## src/rtl/amc_pkg.sv

```systemverilog
package amc_pkg;
  typedef enum logic [2:0] {
    PH_IDLE,
    PH_SETUP,
    PH_STROBE,
    PH_HOLD,
    PH_TURN
  } amc_phase_e;

  // strobe cycles that must still follow the cycle in which wait is first seen
  localparam int unsigned WAIT_LEAD       = 3;
  localparam int unsigned WAIT_GRAIN_LOG2 = 4;
endpackage

```

## src/rtl/amc_wait_sync.sv

```systemverilog
module amc_wait_sync #(
  parameter int unsigned STAGES = 2
) (
  input  logic clk_i,
  input  logic rst_ni,
  input  logic wait_i,
  input  logic pol_i,
  output logic wait_act_o
);
  logic [STAGES-1:0] sq;
  logic              act_raw;

  // polarity folded in before the first flop so reset means inactive
  assign act_raw = ~(wait_i ^ pol_i);

  generate
    if (STAGES == 1) begin : g_one
      always_ff @(posedge clk_i or negedge rst_ni) begin
        if (!rst_ni) sq <= '0;
        else         sq <= act_raw;
      end
    end else begin : g_chain
      always_ff @(posedge clk_i or negedge rst_ni) begin
        if (!rst_ni) sq <= '0;
        else         sq <= {sq[STAGES-2:0], act_raw};
      end
    end
  endgenerate

  assign wait_act_o = sq[STAGES-1];
endmodule

```

## src/rtl/amc_seq.sv

```systemverilog
module amc_seq
  import amc_pkg::*;
#(
  parameter int unsigned SETUP_W  = 4,
  parameter int unsigned STROBE_W = 6,
  parameter int unsigned HOLD_W   = 3,
  parameter int unsigned TURN_W   = 2,
  parameter int unsigned MAXW_W   = 8
) (
  input  logic                clk_i,
  input  logic                rst_ni,
  input  logic                req_valid_i,
  input  logic                req_we_i,
  output logic                ready_o,
  output logic                start_o,
  input  logic [SETUP_W-1:0]  cfg_rd_setup_i,
  input  logic [STROBE_W-1:0] cfg_rd_strobe_i,
  input  logic [HOLD_W-1:0]   cfg_rd_hold_i,
  input  logic [SETUP_W-1:0]  cfg_wr_setup_i,
  input  logic [STROBE_W-1:0] cfg_wr_strobe_i,
  input  logic [HOLD_W-1:0]   cfg_wr_hold_i,
  input  logic [TURN_W-1:0]   cfg_turn_i,
  input  logic                cfg_ext_wait_i,
  input  logic [MAXW_W-1:0]   cfg_max_wait_i,
  input  logic                wait_act_i,
  output amc_phase_e          phase_o,
  output logic                op_we_o,
  output logic                strobe_end_o,
  output logic                timeout_o
);
  localparam int unsigned CW_A = (SETUP_W > STROBE_W) ? SETUP_W : STROBE_W;
  localparam int unsigned CW_B = (HOLD_W > TURN_W) ? HOLD_W : TURN_W;
  localparam int unsigned CW   = (CW_A > CW_B) ? CW_A : CW_B;
  localparam int unsigned WCW  = MAXW_W + WAIT_GRAIN_LOG2;

  amc_phase_e     ph_q;
  logic [CW-1:0]  cnt_q;
  logic [WCW-1:0] wcnt_q;
  logic           op_we_q, wt_q, tmo_q;

  logic [CW-1:0]  setup_ld, strobe_ld, hold_ld, turn_ld;
  logic [WCW-1:0] wait_lim;
  logic           honor, tmo_hit, cnt_zero;

  always_comb begin
    cnt_zero     = (cnt_q == '0);
    ready_o      = (ph_q == PH_IDLE) || (ph_q == PH_TURN && cnt_zero);
    start_o      = req_valid_i && ready_o;
    setup_ld     = req_we_i ? CW'(cfg_wr_setup_i) : CW'(cfg_rd_setup_i);
    strobe_ld    = op_we_q ? CW'(cfg_wr_strobe_i) : CW'(cfg_rd_strobe_i);
    hold_ld      = op_we_q ? CW'(cfg_wr_hold_i) : CW'(cfg_rd_hold_i);
    turn_ld      = CW'(cfg_turn_i);
    wait_lim     = {cfg_max_wait_i, {WAIT_GRAIN_LOG2{1'b1}}};
    honor        = cfg_ext_wait_i && wait_act_i && !wt_q && (cnt_q >= CW'(WAIT_LEAD));
    tmo_hit      = wt_q && wait_act_i && (wcnt_q == wait_lim);
    strobe_end_o = (ph_q == PH_STROBE) && (wt_q ? tmo_hit : (!honor && cnt_zero));
  end

  always_ff @(posedge clk_i or negedge rst_ni) begin
    if (!rst_ni) begin
      ph_q    <= PH_IDLE;
      cnt_q   <= '0;
      wcnt_q  <= '0;
      op_we_q <= 1'b0;
      wt_q    <= 1'b0;
      tmo_q   <= 1'b0;
    end else begin
      tmo_q <= 1'b0;
      unique case (ph_q)
        PH_IDLE: begin
          if (start_o) begin
            ph_q    <= PH_SETUP;
            cnt_q   <= setup_ld;
            op_we_q <= req_we_i;
          end
        end
        PH_SETUP: begin
          if (cnt_zero) begin
            ph_q  <= PH_STROBE;
            cnt_q <= strobe_ld;
          end else begin
            cnt_q <= cnt_q - CW'(1);
          end
        end
        PH_STROBE: begin
          if (wt_q) begin
            if (!wait_act_i) begin
              // one more strobe cycle: ends four edges after the pin change
              wt_q  <= 1'b0;
              cnt_q <= '0;
            end else if (tmo_hit) begin
              wt_q  <= 1'b0;
              tmo_q <= 1'b1;
              ph_q  <= PH_HOLD;
              cnt_q <= hold_ld;
            end else begin
              wcnt_q <= wcnt_q + WCW'(1);
            end
          end else if (honor) begin
            wt_q   <= 1'b1;
            wcnt_q <= '0;
          end else if (cnt_zero) begin
            ph_q  <= PH_HOLD;
            cnt_q <= hold_ld;
          end else begin
            cnt_q <= cnt_q - CW'(1);
          end
        end
        PH_HOLD: begin
          if (cnt_zero) begin
            ph_q  <= PH_TURN;
            cnt_q <= turn_ld;
          end else begin
            cnt_q <= cnt_q - CW'(1);
          end
        end
        PH_TURN: begin
          if (cnt_zero) begin
            if (start_o) begin
              ph_q    <= PH_SETUP;
              cnt_q   <= setup_ld;
              op_we_q <= req_we_i;
            end else begin
              ph_q <= PH_IDLE;
            end
          end else begin
            cnt_q <= cnt_q - CW'(1);
          end
        end
        default: ph_q <= PH_IDLE;
      endcase
    end
  end

  assign phase_o   = ph_q;
  assign op_we_o   = op_we_q;
  assign timeout_o = tmo_q;

  a_r2_ready_only_when_free: assert property (@(posedge clk_i) disable iff (!rst_ni)
    ready_o |-> (ph_q == PH_IDLE || ph_q == PH_TURN));
  a_r3_setup_enters_strobe: assert property (@(posedge clk_i) disable iff (!rst_ni)
    (ph_q == PH_SETUP && cnt_zero) |=> (ph_q == PH_STROBE));
  a_r9_no_ext_when_off: assert property (@(posedge clk_i) disable iff (!rst_ni)
    (!cfg_ext_wait_i && ph_q == PH_STROBE) |=> !wt_q);
  a_r11_release_last_cycle: assert property (@(posedge clk_i) disable iff (!rst_ni)
    (wt_q && !wait_act_i) |=> (ph_q == PH_STROBE && cnt_zero && !wt_q));
  a_r12_timeout_single: assert property (@(posedge clk_i) disable iff (!rst_ni)
    tmo_q |=> !tmo_q);
  a_r12_wait_capped: assert property (@(posedge clk_i) disable iff (!rst_ni)
    wt_q |-> (wcnt_q <= wait_lim));
endmodule

```

## src/rtl/amc_pins.sv

```systemverilog
module amc_pins
  import amc_pkg::*;
#(
  parameter int unsigned AW = 20,
  parameter int unsigned DW = 16,
  parameter int unsigned BW = DW / 8
) (
  input  logic          clk_i,
  input  logic          rst_ni,
  input  logic          start_i,
  input  logic [AW-1:0] req_addr_i,
  input  logic [BW-1:0] req_be_i,
  input  logic [DW-1:0] req_wdata_i,
  input  amc_phase_e    phase_i,
  input  logic          op_we_i,
  input  logic          strobe_end_i,
  input  logic          sel_strobe_i,
  input  logic [DW-1:0] mem_dq_i,
  output logic          mem_ce_no,
  output logic          mem_oe_no,
  output logic          mem_we_no,
  output logic [AW-1:0] mem_addr_o,
  output logic [BW-1:0] mem_be_no,
  output logic [DW-1:0] mem_dq_o,
  output logic          mem_dq_oe_o,
  output logic          rsp_valid_o,
  output logic [DW-1:0] rsp_rdata_o
);
  logic [AW-1:0] addr_q;
  logic [BW-1:0] be_q;
  logic [DW-1:0] wdata_q, rdata_q;
  logic          rsp_q;
  logic          busy, stb;

  always_ff @(posedge clk_i or negedge rst_ni) begin
    if (!rst_ni) begin
      addr_q  <= '0;
      be_q    <= '0;
      wdata_q <= '0;
      rdata_q <= '0;
      rsp_q   <= 1'b0;
    end else begin
      if (start_i) begin
        addr_q  <= req_addr_i;
        be_q    <= req_be_i;
        wdata_q <= req_wdata_i;
      end
      rsp_q <= strobe_end_i && !op_we_i;
      if (strobe_end_i && !op_we_i) rdata_q <= mem_dq_i;
    end
  end

  always_comb begin
    busy        = (phase_i == PH_SETUP) || (phase_i == PH_STROBE) || (phase_i == PH_HOLD);
    stb         = (phase_i == PH_STROBE);
    mem_ce_no   = sel_strobe_i ? !stb : !busy;
    mem_oe_no   = !(stb && !op_we_i);
    mem_we_no   = !(stb && op_we_i);
    mem_dq_oe_o = busy && op_we_i;
  end

  assign mem_addr_o  = addr_q;
  assign mem_be_no   = ~be_q;
  assign mem_dq_o    = wdata_q;
  assign rsp_valid_o = rsp_q;
  assign rsp_rdata_o = rdata_q;

  a_r4_one_strobe: assert property (@(posedge clk_i) disable iff (!rst_ni)
    !(!mem_oe_no && !mem_we_no));
  a_r5_strobe_inside_ce: assert property (@(posedge clk_i) disable iff (!rst_ni)
    (!mem_oe_no || !mem_we_no) |-> !mem_ce_no);
  a_r6_turn_quiet: assert property (@(posedge clk_i) disable iff (!rst_ni)
    (phase_i == PH_TURN) |-> (mem_ce_no && mem_oe_no && mem_we_no && !mem_dq_oe_o));
  a_r7_rsp_single: assert property (@(posedge clk_i) disable iff (!rst_ni)
    rsp_valid_o |=> !rsp_valid_o);
  a_r8_addr_steady: assert property (@(posedge clk_i) disable iff (!rst_ni)
    (!mem_ce_no && $past(!mem_ce_no)) |-> ($stable(mem_addr_o) && $stable(mem_be_no)));
endmodule

```

## src/rtl/async_mem_ctrl.sv

```systemverilog
module async_mem_ctrl
  import amc_pkg::*;
#(
  parameter int unsigned AW          = 20,
  parameter int unsigned DW          = 16,
  parameter int unsigned BW          = DW / 8,
  parameter int unsigned SETUP_W     = 4,
  parameter int unsigned STROBE_W    = 6,
  parameter int unsigned HOLD_W      = 3,
  parameter int unsigned TURN_W      = 2,
  parameter int unsigned MAXW_W      = 8,
  parameter int unsigned SYNC_STAGES = 2
) (
  input  logic                clk_i,
  input  logic                rst_ni,
  input  logic [SETUP_W-1:0]  cfg_rd_setup_i,
  input  logic [STROBE_W-1:0] cfg_rd_strobe_i,
  input  logic [HOLD_W-1:0]   cfg_rd_hold_i,
  input  logic [SETUP_W-1:0]  cfg_wr_setup_i,
  input  logic [STROBE_W-1:0] cfg_wr_strobe_i,
  input  logic [HOLD_W-1:0]   cfg_wr_hold_i,
  input  logic [TURN_W-1:0]   cfg_turn_i,
  input  logic                cfg_sel_strobe_i,
  input  logic                cfg_ext_wait_i,
  input  logic                cfg_wait_pol_i,
  input  logic [MAXW_W-1:0]   cfg_max_wait_i,
  input  logic                req_valid_i,
  output logic                req_ready_o,
  input  logic                req_we_i,
  input  logic [AW-1:0]       req_addr_i,
  input  logic [BW-1:0]       req_be_i,
  input  logic [DW-1:0]       req_wdata_i,
  output logic                rsp_valid_o,
  output logic [DW-1:0]       rsp_rdata_o,
  output logic                timeout_o,
  output logic                mem_ce_no,
  output logic                mem_oe_no,
  output logic                mem_we_no,
  output logic [AW-1:0]       mem_addr_o,
  output logic [BW-1:0]       mem_be_no,
  output logic [DW-1:0]       mem_dq_o,
  input  logic [DW-1:0]       mem_dq_i,
  output logic                mem_dq_oe_o,
  input  logic                mem_wait_i
);
  logic       wait_act, start, op_we, strobe_end;
  amc_phase_e phase;

  amc_wait_sync #(.STAGES(SYNC_STAGES)) u_sync (
    .clk_i      (clk_i),
    .rst_ni     (rst_ni),
    .wait_i     (mem_wait_i),
    .pol_i      (cfg_wait_pol_i),
    .wait_act_o (wait_act)
  );

  amc_seq #(
    .SETUP_W (SETUP_W),
    .STROBE_W(STROBE_W),
    .HOLD_W  (HOLD_W),
    .TURN_W  (TURN_W),
    .MAXW_W  (MAXW_W)
  ) u_seq (
    .clk_i          (clk_i),
    .rst_ni         (rst_ni),
    .req_valid_i    (req_valid_i),
    .req_we_i       (req_we_i),
    .ready_o        (req_ready_o),
    .start_o        (start),
    .cfg_rd_setup_i (cfg_rd_setup_i),
    .cfg_rd_strobe_i(cfg_rd_strobe_i),
    .cfg_rd_hold_i  (cfg_rd_hold_i),
    .cfg_wr_setup_i (cfg_wr_setup_i),
    .cfg_wr_strobe_i(cfg_wr_strobe_i),
    .cfg_wr_hold_i  (cfg_wr_hold_i),
    .cfg_turn_i     (cfg_turn_i),
    .cfg_ext_wait_i (cfg_ext_wait_i),
    .cfg_max_wait_i (cfg_max_wait_i),
    .wait_act_i     (wait_act),
    .phase_o        (phase),
    .op_we_o        (op_we),
    .strobe_end_o   (strobe_end),
    .timeout_o      (timeout_o)
  );

  amc_pins #(.AW(AW), .DW(DW), .BW(BW)) u_pins (
    .clk_i       (clk_i),
    .rst_ni      (rst_ni),
    .start_i     (start),
    .req_addr_i  (req_addr_i),
    .req_be_i    (req_be_i),
    .req_wdata_i (req_wdata_i),
    .phase_i     (phase),
    .op_we_i     (op_we),
    .strobe_end_i(strobe_end),
    .sel_strobe_i(cfg_sel_strobe_i),
    .mem_dq_i    (mem_dq_i),
    .mem_ce_no   (mem_ce_no),
    .mem_oe_no   (mem_oe_no),
    .mem_we_no   (mem_we_no),
    .mem_addr_o  (mem_addr_o),
    .mem_be_no   (mem_be_no),
    .mem_dq_o    (mem_dq_o),
    .mem_dq_oe_o (mem_dq_oe_o),
    .rsp_valid_o (rsp_valid_o),
    .rsp_rdata_o (rsp_rdata_o)
  );
endmodule

```

## config.mk

```make
export PLATFORM = sky130hd
export DESIGN_NAME = async_mem_ctrl
export DESIGN_NICKNAME = d
export VERILOG_FILES = /design/src/rtl/amc_pkg.sv /design/src/rtl/amc_wait_sync.sv /design/src/rtl/amc_seq.sv /design/src/rtl/amc_pins.sv /design/src/rtl/async_mem_ctrl.sv
export SDC_FILE = /design/constraint.sdc
export NUM_CORES = 1
export LEC_CHECK = 0
export CAP_MARGIN = 20
export CORE_ASPECT_RATIO = 0.7
export CORE_MARGIN = 3
export CORE_UTILIZATION = 47
export CTS_CLUSTER_DIAMETER = 120
export DETAILED_ROUTE_END_ITERATION = 10
export GPL_ROUTABILITY_DRIVEN = 0
export PLACE_DENSITY = 0.88
export SYNTH_ARGS = -nofsm -noshare
export SYNTH_HDL_FRONTEND = slang
export SYNTH_SLANG_ARGS = --single-unit
```

## constraint.sdc

```tcl
create_clock -name clk_i -period 5.2 [get_ports clk_i]
set_input_delay 1.04 -clock clk_i [delete_from_list [all_inputs] [get_ports clk_i]]
set_output_delay 1.04 -clock clk_i [all_outputs]
set_load 0.02 [all_outputs]
```

==> results of run 1 <==
-- sequential cells by signal, indices dropped and copies added (netlist names) --
signal	cells
u_pins.be_q	2
u_pins.mem_dq_o	16
u_seq.timeout_o	1
u_pins.rsp_valid_o	1
u_seq.cnt_q	6
u_seq.wt_q	1
u_seq.wcnt_q	12
u_seq.phase_o	3
u_pins.rsp_rdata_o	16
u_pins.mem_addr_o	20
u_seq.op_we_o	1
u_sync.sq	2
-- cell usage in the layout, fill, tap and decap left out, types with 2 or more instances in the layout --
cell	synthesis	routed
clkdlybuf4s50_1	0	157
nand2_1	137	137
dfrtp_1	81	81
o21ai_0	18	18
nor2_1	12	12
inv_1	11	11
xnor2_1	11	11
mux2_2	11	11
a21oi_1	11	11
nand3_1	10	10
mux2_4	9	9
or3_1	9	9
clkbuf_16	0	9
mux2i_1	7	7
nor3_1	6	6
o211ai_1	5	5
o22ai_1	5	5
nand2b_1	4	4
xor2_1	4	4
a211oi_1	4	4
o31ai_1	4	4
a32o_1	4	4
inv_6	0	4
or4_1	3	3
nor2b_1	3	3
ha_1	3	3
buf_4	0	3
nor3b_1	2	2
and2_1	2	2
o2bb2ai_1	2	2
-- report_power, final --
group / internal [mW] / switching, mW
clock: 0.333 / 0.271
sequential: 0.865 / 0.207
combinational: 0.735 / 0.791
-- worst min path at each step --
stage                                 startpoint                endpoint  slack [ns]  cells after the start
after floorplan           u_sync.sq[0]$_DFF_PN0_  u_sync.sq[1]$_DFF_PN0_        0.33                      0
after global placement    u_sync.sq[0]$_DFF_PN0_  u_sync.sq[1]$_DFF_PN0_        0.34                      0
after detailed placement  u_sync.sq[0]$_DFF_PN0_  u_sync.sq[1]$_DFF_PN0_        0.35                      0
after CTS                 u_sync.sq[0]$_DFF_PN0_  u_sync.sq[1]$_DFF_PN0_        0.36                      0
after global routing      u_sync.sq[0]$_DFF_PN0_  u_sync.sq[1]$_DFF_PN0_        0.37                      0
final                     u_sync.sq[0]$_DFF_PN0_  u_sync.sq[1]$_DFF_PN0_        0.36                      0
-- cells by family (layout without fill, tap and decap cells) --
| kind of cell | after synthesis | count (layout) |
|---|---|---|
| adder cells (fa/ha/maj) | 3 | 3 |
| AO/OA/AOI/OAI | 66 | 66 |
| flip-flops | 81 | 81 |
| multiplexers | 27 | 27 |
| AND/OR/NAND/NOR | 195 | 195 |
| XOR/XNOR | 15 | 15 |
| buffers and inverters | 32 | 190 |
-- metal layers --
metal | up-vias | GRT usage
li1 | 1733 | -
met1 | 1694 | 0.322
met2 | 178 | 0.355
met3 | 23 | 0.0867
met4 | 0 | 0.0875
met5 | - | 0
-- critical path: cells and delay by family, from the launching register on --
kind | cells | cell delay (ns)
buf+inv | 2 | 0.72
flops | 1 | 0.47
simple gates | 4 | 1.01
-- final cells by class --
type	instances	share of cell area
tap	101	0.0213
timing repair buffer	163	0.276
clock inverter	7	0.0101
clock buffer	9	0.0379
multi-input combinational	306	0.306
sequential	81	0.341
inverter	11	0.00695
-- stage by stage --
stage | worst slack (ns) | utilization
6_report | 1.64 | 0.736
5_1_grt | 1.41 | 0.736
4_1_cts | 1.65 | 0.730
3_5_place_dp | 1.40 | 0.695
3_3_place_gp | 1.51 | 0.695
2_1_floorplan | 2.40 | -
-- cell usage after synthesis (4+ instances only) --
library cell,count
nand2_1,137
dfrtp_1,81
o21ai_0,18
clkbuf_1,16
nor2_1,12
a21oi_1,11
inv_1,11
mux2_2,11
xnor2_1,11
nand3_1,10
mux2_4,9
or3_1,9
mux2i_1,7
nor3_1,6
o211ai_1,5
o22ai_1,5
a211oi_1,4
a32o_1,4
nand2b_1,4
o31ai_1,4
xor2_1,4
==> run summary, run 1 <==
status - complete, no violations
synthesized instance count - 419
input/output buffers - 158
Synth Register Bits - 81
post-CTS sizing - 0
layout cells sized above 1 - 0.0849
met2 wire len - 5.07 mm
kind of end point of the critical path - output port
die area - 0.00972 mm²
Synth Area in Adders - 0.00933
H-Tree Depth - 3
Fillers - 568
Num CTS Buffers - 9
Worst EP arrival - 2.52 ns
DR iter-0 viols - 288
Critical Path End - req_ready_o
CTS tree - yes
clock-pin slew on the worst setup and hold paths - 0.06 ns
initial antenna violation count - 0
first-pass GRT wire length - 18.1 mm
worst min path class - reg -> reg
final wirelength - 11.2 mm
Longest Clk Path Bufs - 2
Setup CP Type - reg -> out
die height - 83.4 µm
Mean Syn Cell Area - 9.60 µm²
count of final max-slew check failures - 0
post-CTS setup buffers - 0
Post-DP Area - 0.00561 mm²
top_reg_cell synth - dfrtp_1
crit share post-route - 0.685
setup tns final - 0 ns
Post-CTS Hold Buffers - 0
endpoints failing setup - 0
R2R depth - 6
critical path's largest stage delay - 0.62 ns
area delta synth->final - 47.7%
Final Skew - 0.0102 ns
Synth cell types - 49
mux cell area share after synthesis - 0.0818
Pwr Density - 539 mW/mm²
register area share after synthesis - 0.504
worst hold margin - 0.362 ns
Pre-antenna DRT Iters - 5
Max VDD drop - 0.000295 V
synthesized area - 0.00402 mm²
Top Ports - 159
clk sink count - 81
Via Count - 3628
Placed Cells - 659
# nets final - 673
Synth Area in XOR/XNOR - 0.0327
Final Cell Area - 0.00594 mm²
die width - 117 µm
top cell type's share of synthesized area - 0.504
footprint of the multi-input gates - 0.00182 mm²
FP Rows - 27
Clock Tree Root - clkbuf_16
Static Leak - 2.64 nW
largest family of logic cells by synthesized area - simple AND/OR/NAND/NOR gates
DPL Wire Length - 8.23 mm
Synth warnings - 0
worst skew pair latency - 0.34 ns
Post-Synth Simple-Gate Area - 0.212
total track usage - 0.239
Crit path required time - 4.16 ns
area leader, netlist - dfrtp_1
mean routed wirelength per cell - 16.5 µm
compound-cell area share of the yosys netlist - 0.116
critical path startpoint category - register
CORE AREA - 0.00807 mm²
Critical R2R Capture - u_pins.rsp_rdata_o[0]$_DFFE_PN0P_
CP max-delay cell - clkdlybuf4s50_1
Design Power - 3.20 mW
Critical R2R Launch - u_seq.wcnt_q[1]$_DFFE_PN0P_
largest net degree at the start of global routing - 82
storage element area - 0.00203 mm²
number of synthesized flops with an enable pin - 0
DR vias/cell - 5.35
wire length on met1 - 4.68 mm
CP Max Fanout - 8
GR Overflow Total - 0
ys async rst share - 1.00
synth top area cells - dfrtp_1 50%, nand2_1 13%, mux2_4 3.4%
DRC Markers - 0
unrepaired setup endpoints after global routing - no
Tightest Pin Transition - 0.711 ns
R2R Setup Slk - 2.64 ns
crit path cell chain - nor4_1 -> nand2_1 -> nand2_1 -> nand2_1 -> inv_1 -> clkdlybuf4s50_1
non-filler cells, final - 678
Initial Util - 0.498
Final Hold Viols - 0
antenna-violating nets left - 0
Antenna Cells - 0
Max Cap Violations - 0
vias in the first global route - 3555
cell mode on critical path - nand2_1
Critical Path Source - u_seq.cnt_q[2]$_DFFE_PN0P_
crit path time final - 3.56 ns
metal3 WL - 1.18 mm
Max Fclk - 0.281 GHz
Slew HR - 0.526
Max Used Layer - met4
net count after synthesis - 520
Power figures use the tool's default switching activity.
==> inputs of run 2 (changes only) <==
--- a/config.mk
+++ b/config.mk
@@ -8,11 +8,11 @@
 export CAP_MARGIN = 20
 export CORE_ASPECT_RATIO = 0.7
 export CORE_MARGIN = 3
-export CORE_UTILIZATION = 47
+export CORE_UTILIZATION = 44
 export CTS_CLUSTER_DIAMETER = 120
 export DETAILED_ROUTE_END_ITERATION = 10
 export GPL_ROUTABILITY_DRIVEN = 0
-export PLACE_DENSITY = 0.88
+export PLACE_DENSITY = 0.83
 export SYNTH_ARGS = -nofsm -noshare
 export SYNTH_HDL_FRONTEND = slang
 export SYNTH_SLANG_ARGS = --single-unit
==> constraint.sdc (replaced) <==
create_clock -name clk_i -period 3.42 [get_ports clk_i]
set_input_delay 0.684 -clock clk_i [delete_from_list [all_inputs] [get_ports clk_i]]
set_output_delay 0.684 -clock clk_i [all_outputs]
set_load 0.02 [all_outputs]
==> run 2 against run 1 <==
Clock power is 80% higher; combinational power is 54% higher; sequential share of layout area is 0.50 points lower; core utilization is 3.9 points lower; sequential power is 50% higher; clock skew is 0.0065 ns lower; flip-flop and latch count stayed put; wire length is 0.29% lower; via count hardly changed; design area is 1.5% higher; critical path depth is 1 higher; critical path type unchanged; largest cell class unchanged; highest routed layer unchanged.
==> run summary, run 2 (synthesis results as in run 1) <==
status - complete, no violations
Pre-antenna DRT Iters - 5 (unchanged)
Tightest Pin Transition - 0.684 ns (-0.0265 ns)
Setup CP Type - reg -> out
final wirelength - 11.2 mm (-0.29%)
# nets final - 677 (+0.59%)
Fillers - 664 (+17%)
commonest non-fill, non-tap cells in the layout - 157 x clkdlybuf4s50_1, 137 x nand2_1, 81 x dfrtp_1
Final Hold Viols - 0 (unchanged)
commonest non-fill, non-tap cell in the layout - clkdlybuf4s50_1
critical path's largest stage delay - 0.62 ns (about the same)
Static Leak - 2.67 nW (+1.2%)
layout cells sized above 1 - 0.0864 (+0.00143)
Initial Util - 0.465 (-0.0334)
FP Rows - 28 (+3.7%)
H-Tree Depth - 3 (unchanged)
Max Cap Violations - 0 (unchanged)
DPL Wire Length - 8.23 mm (about the same)
Final Skew - 0.00374 ns (-0.00650 ns)
setup tns final - 0 ns (unchanged)
CP bufs+invs - 3 (+1)
Num CTS Buffers - 9 (unchanged)
Worst EP arrival - 2.47 ns (-0.05 ns)
CORE AREA - 0.00865 mm² (+7.2%)
crit share post-route - 0.922
antenna-violating nets left - 0 (unchanged)
Post-CTS Hold Buffers - 0 (unchanged)
largest net degree at the start of global routing - 82 (unchanged)
endpoints failing setup - 0 (unchanged)
clock-pin slew on the worst setup and hold paths - 0.06 ns (about the same)
Final Cell Area - 0.00603 mm² (+1.5%)
crit path cell chain - inv_1 -> ha_1 -> nand2_1 -> nand2_1 -> nand2_1 -> inv_1 -> clkdlybuf4s50_1
first-pass GRT wire length - 18.5 mm (+1.9%)
Longest Clk Path Bufs - 2 (unchanged)
cell mode on critical path - nand2_1
worst min path class - in -> async
area delta synth->final - 49.9%
worst skew pair latency - 0.33 ns (about the same)
Via Count - 3629 (+0.028%)
Max Fclk - 0.317 GHz
CP Max Fanout - 8 (unchanged)
Largest register FFs - 20 (unchanged)
critical path startpoint category - register
CP max-delay cell - clkdlybuf4s50_1
clk sink count - 81 (unchanged)
mean routed wirelength per cell - 16.0 µm (-3.3%)
Pwr Density - 837 mW/mm² (+55%)
Top Ports - 159 (unchanged)
unrepaired setup endpoints after global routing - no
kind of end point of the critical path - output port
Max VDD drop - 0.000463 V (+57%)
DR iter-0 viols - 361 (+25%)
worst hold margin - 0.327 ns (-0.0346 ns)
DR vias/cell - 5.19 (-3.0%)
total track usage - 0.225 (-0.0138)
Post-DP Area - 0.00568 mm² (+1.2%)
input/output buffers - 158 (unchanged)
die height - 86.0 µm (+3.1%)
vias in the first global route - 3710 (+4.4%)
Antenna Cells - 0 (unchanged)
count of final max-slew check failures - 0 (unchanged)
delay-heaviest family, CP - buffers and inverters
post-CTS setup buffers - 0 (unchanged)
post-CTS sizing - 0 (unchanged)
Crit path required time - 2.74 ns (-1.42 ns)
crit path time final - 3.15 ns
DRC Markers - 0 (unchanged)
non-filler cells, final - 699 (+3.1%)
Slew HR - 0.539 (+0.0128)
initial antenna violation count - 0 (unchanged)
GR Overflow Total - 0 (unchanged)
Clock Tree Root - clkbuf_16
Placed Cells - 684 (+3.8%)
CTS tree - yes
die area - 0.0103 mm² (+6.4%)
die width - 120 µm (+3.2%)
-- run 2: worst paths after layout --
path                            depth (start not counted)  slack (ns)                                 to                        start
worst max-delay path                                    7        0.27                        req_ready_o   u_seq.cnt_q[0]$_DFFE_PN0P_
worst min-delay path                                    1        0.33  u_pins.mem_addr_o[12]$_DFFE_PN0N_                       rst_ni
worst max register to register                          6        0.89  u_pins.rsp_rdata_o[5]$_DFFE_PN0P_  u_seq.wcnt_q[0]$_DFFE_PN0P_
worst min register to register                          0        0.36             u_sync.sq[1]$_DFF_PN0_       u_sync.sq[0]$_DFF_PN0_
max in group asynchronous                               2        2.48  u_pins.rsp_rdata_o[8]$_DFFE_PN0P_                       rst_ni
min in group clk_i                                      0        0.36             u_sync.sq[1]$_DFF_PN0_       u_sync.sq[0]$_DFF_PN0_
-- run 2: cell type report --
class,instances,area (µm²),area share
clock inverters,3,90.1,0.0149
inverters,11,41.3,0.00685
repair buffers,167,1660,0.275
clock buffers,11,243,0.0402
well taps,120,150,0.0249
flip-flops and latches,81,2030,0.336
multi-input cells,306,1820,0.302
-- run 2: power breakdown --
part           internal [mW]  switching, mW  total, mW
sequential              1.32          0.291       1.61
combinational           1.13           1.22       2.36
clock                  0.725          0.362       1.09
total                   3.17           1.88       5.05
-- run 2: per-stage QoR --
step | setup WS [ns] | utilization | power, mW
finish | 0.265 | 0.697 | 5.05
floorplan | 0.971 | - | 2.93
global route | 0.0672 | 0.697 | 5.38
CTS | 0.272 | 0.695 | 5.09
detailed placement | 0.342 | 0.656 | 3.96
global placement | 0.390 | 0.656 | 3.89
-- run 2: metal layers --
layer | wire length (µm) | vias up | GRT usage
li1 | - | 1732 | -
met1 | 4480 | 1720 | 0.284
met2 | 5380 | 171 | 0.352
met3 | 1250 | 6 | 0.101
met4 | 68 | 0 | 0.0679
met5 | 0 | - | 0
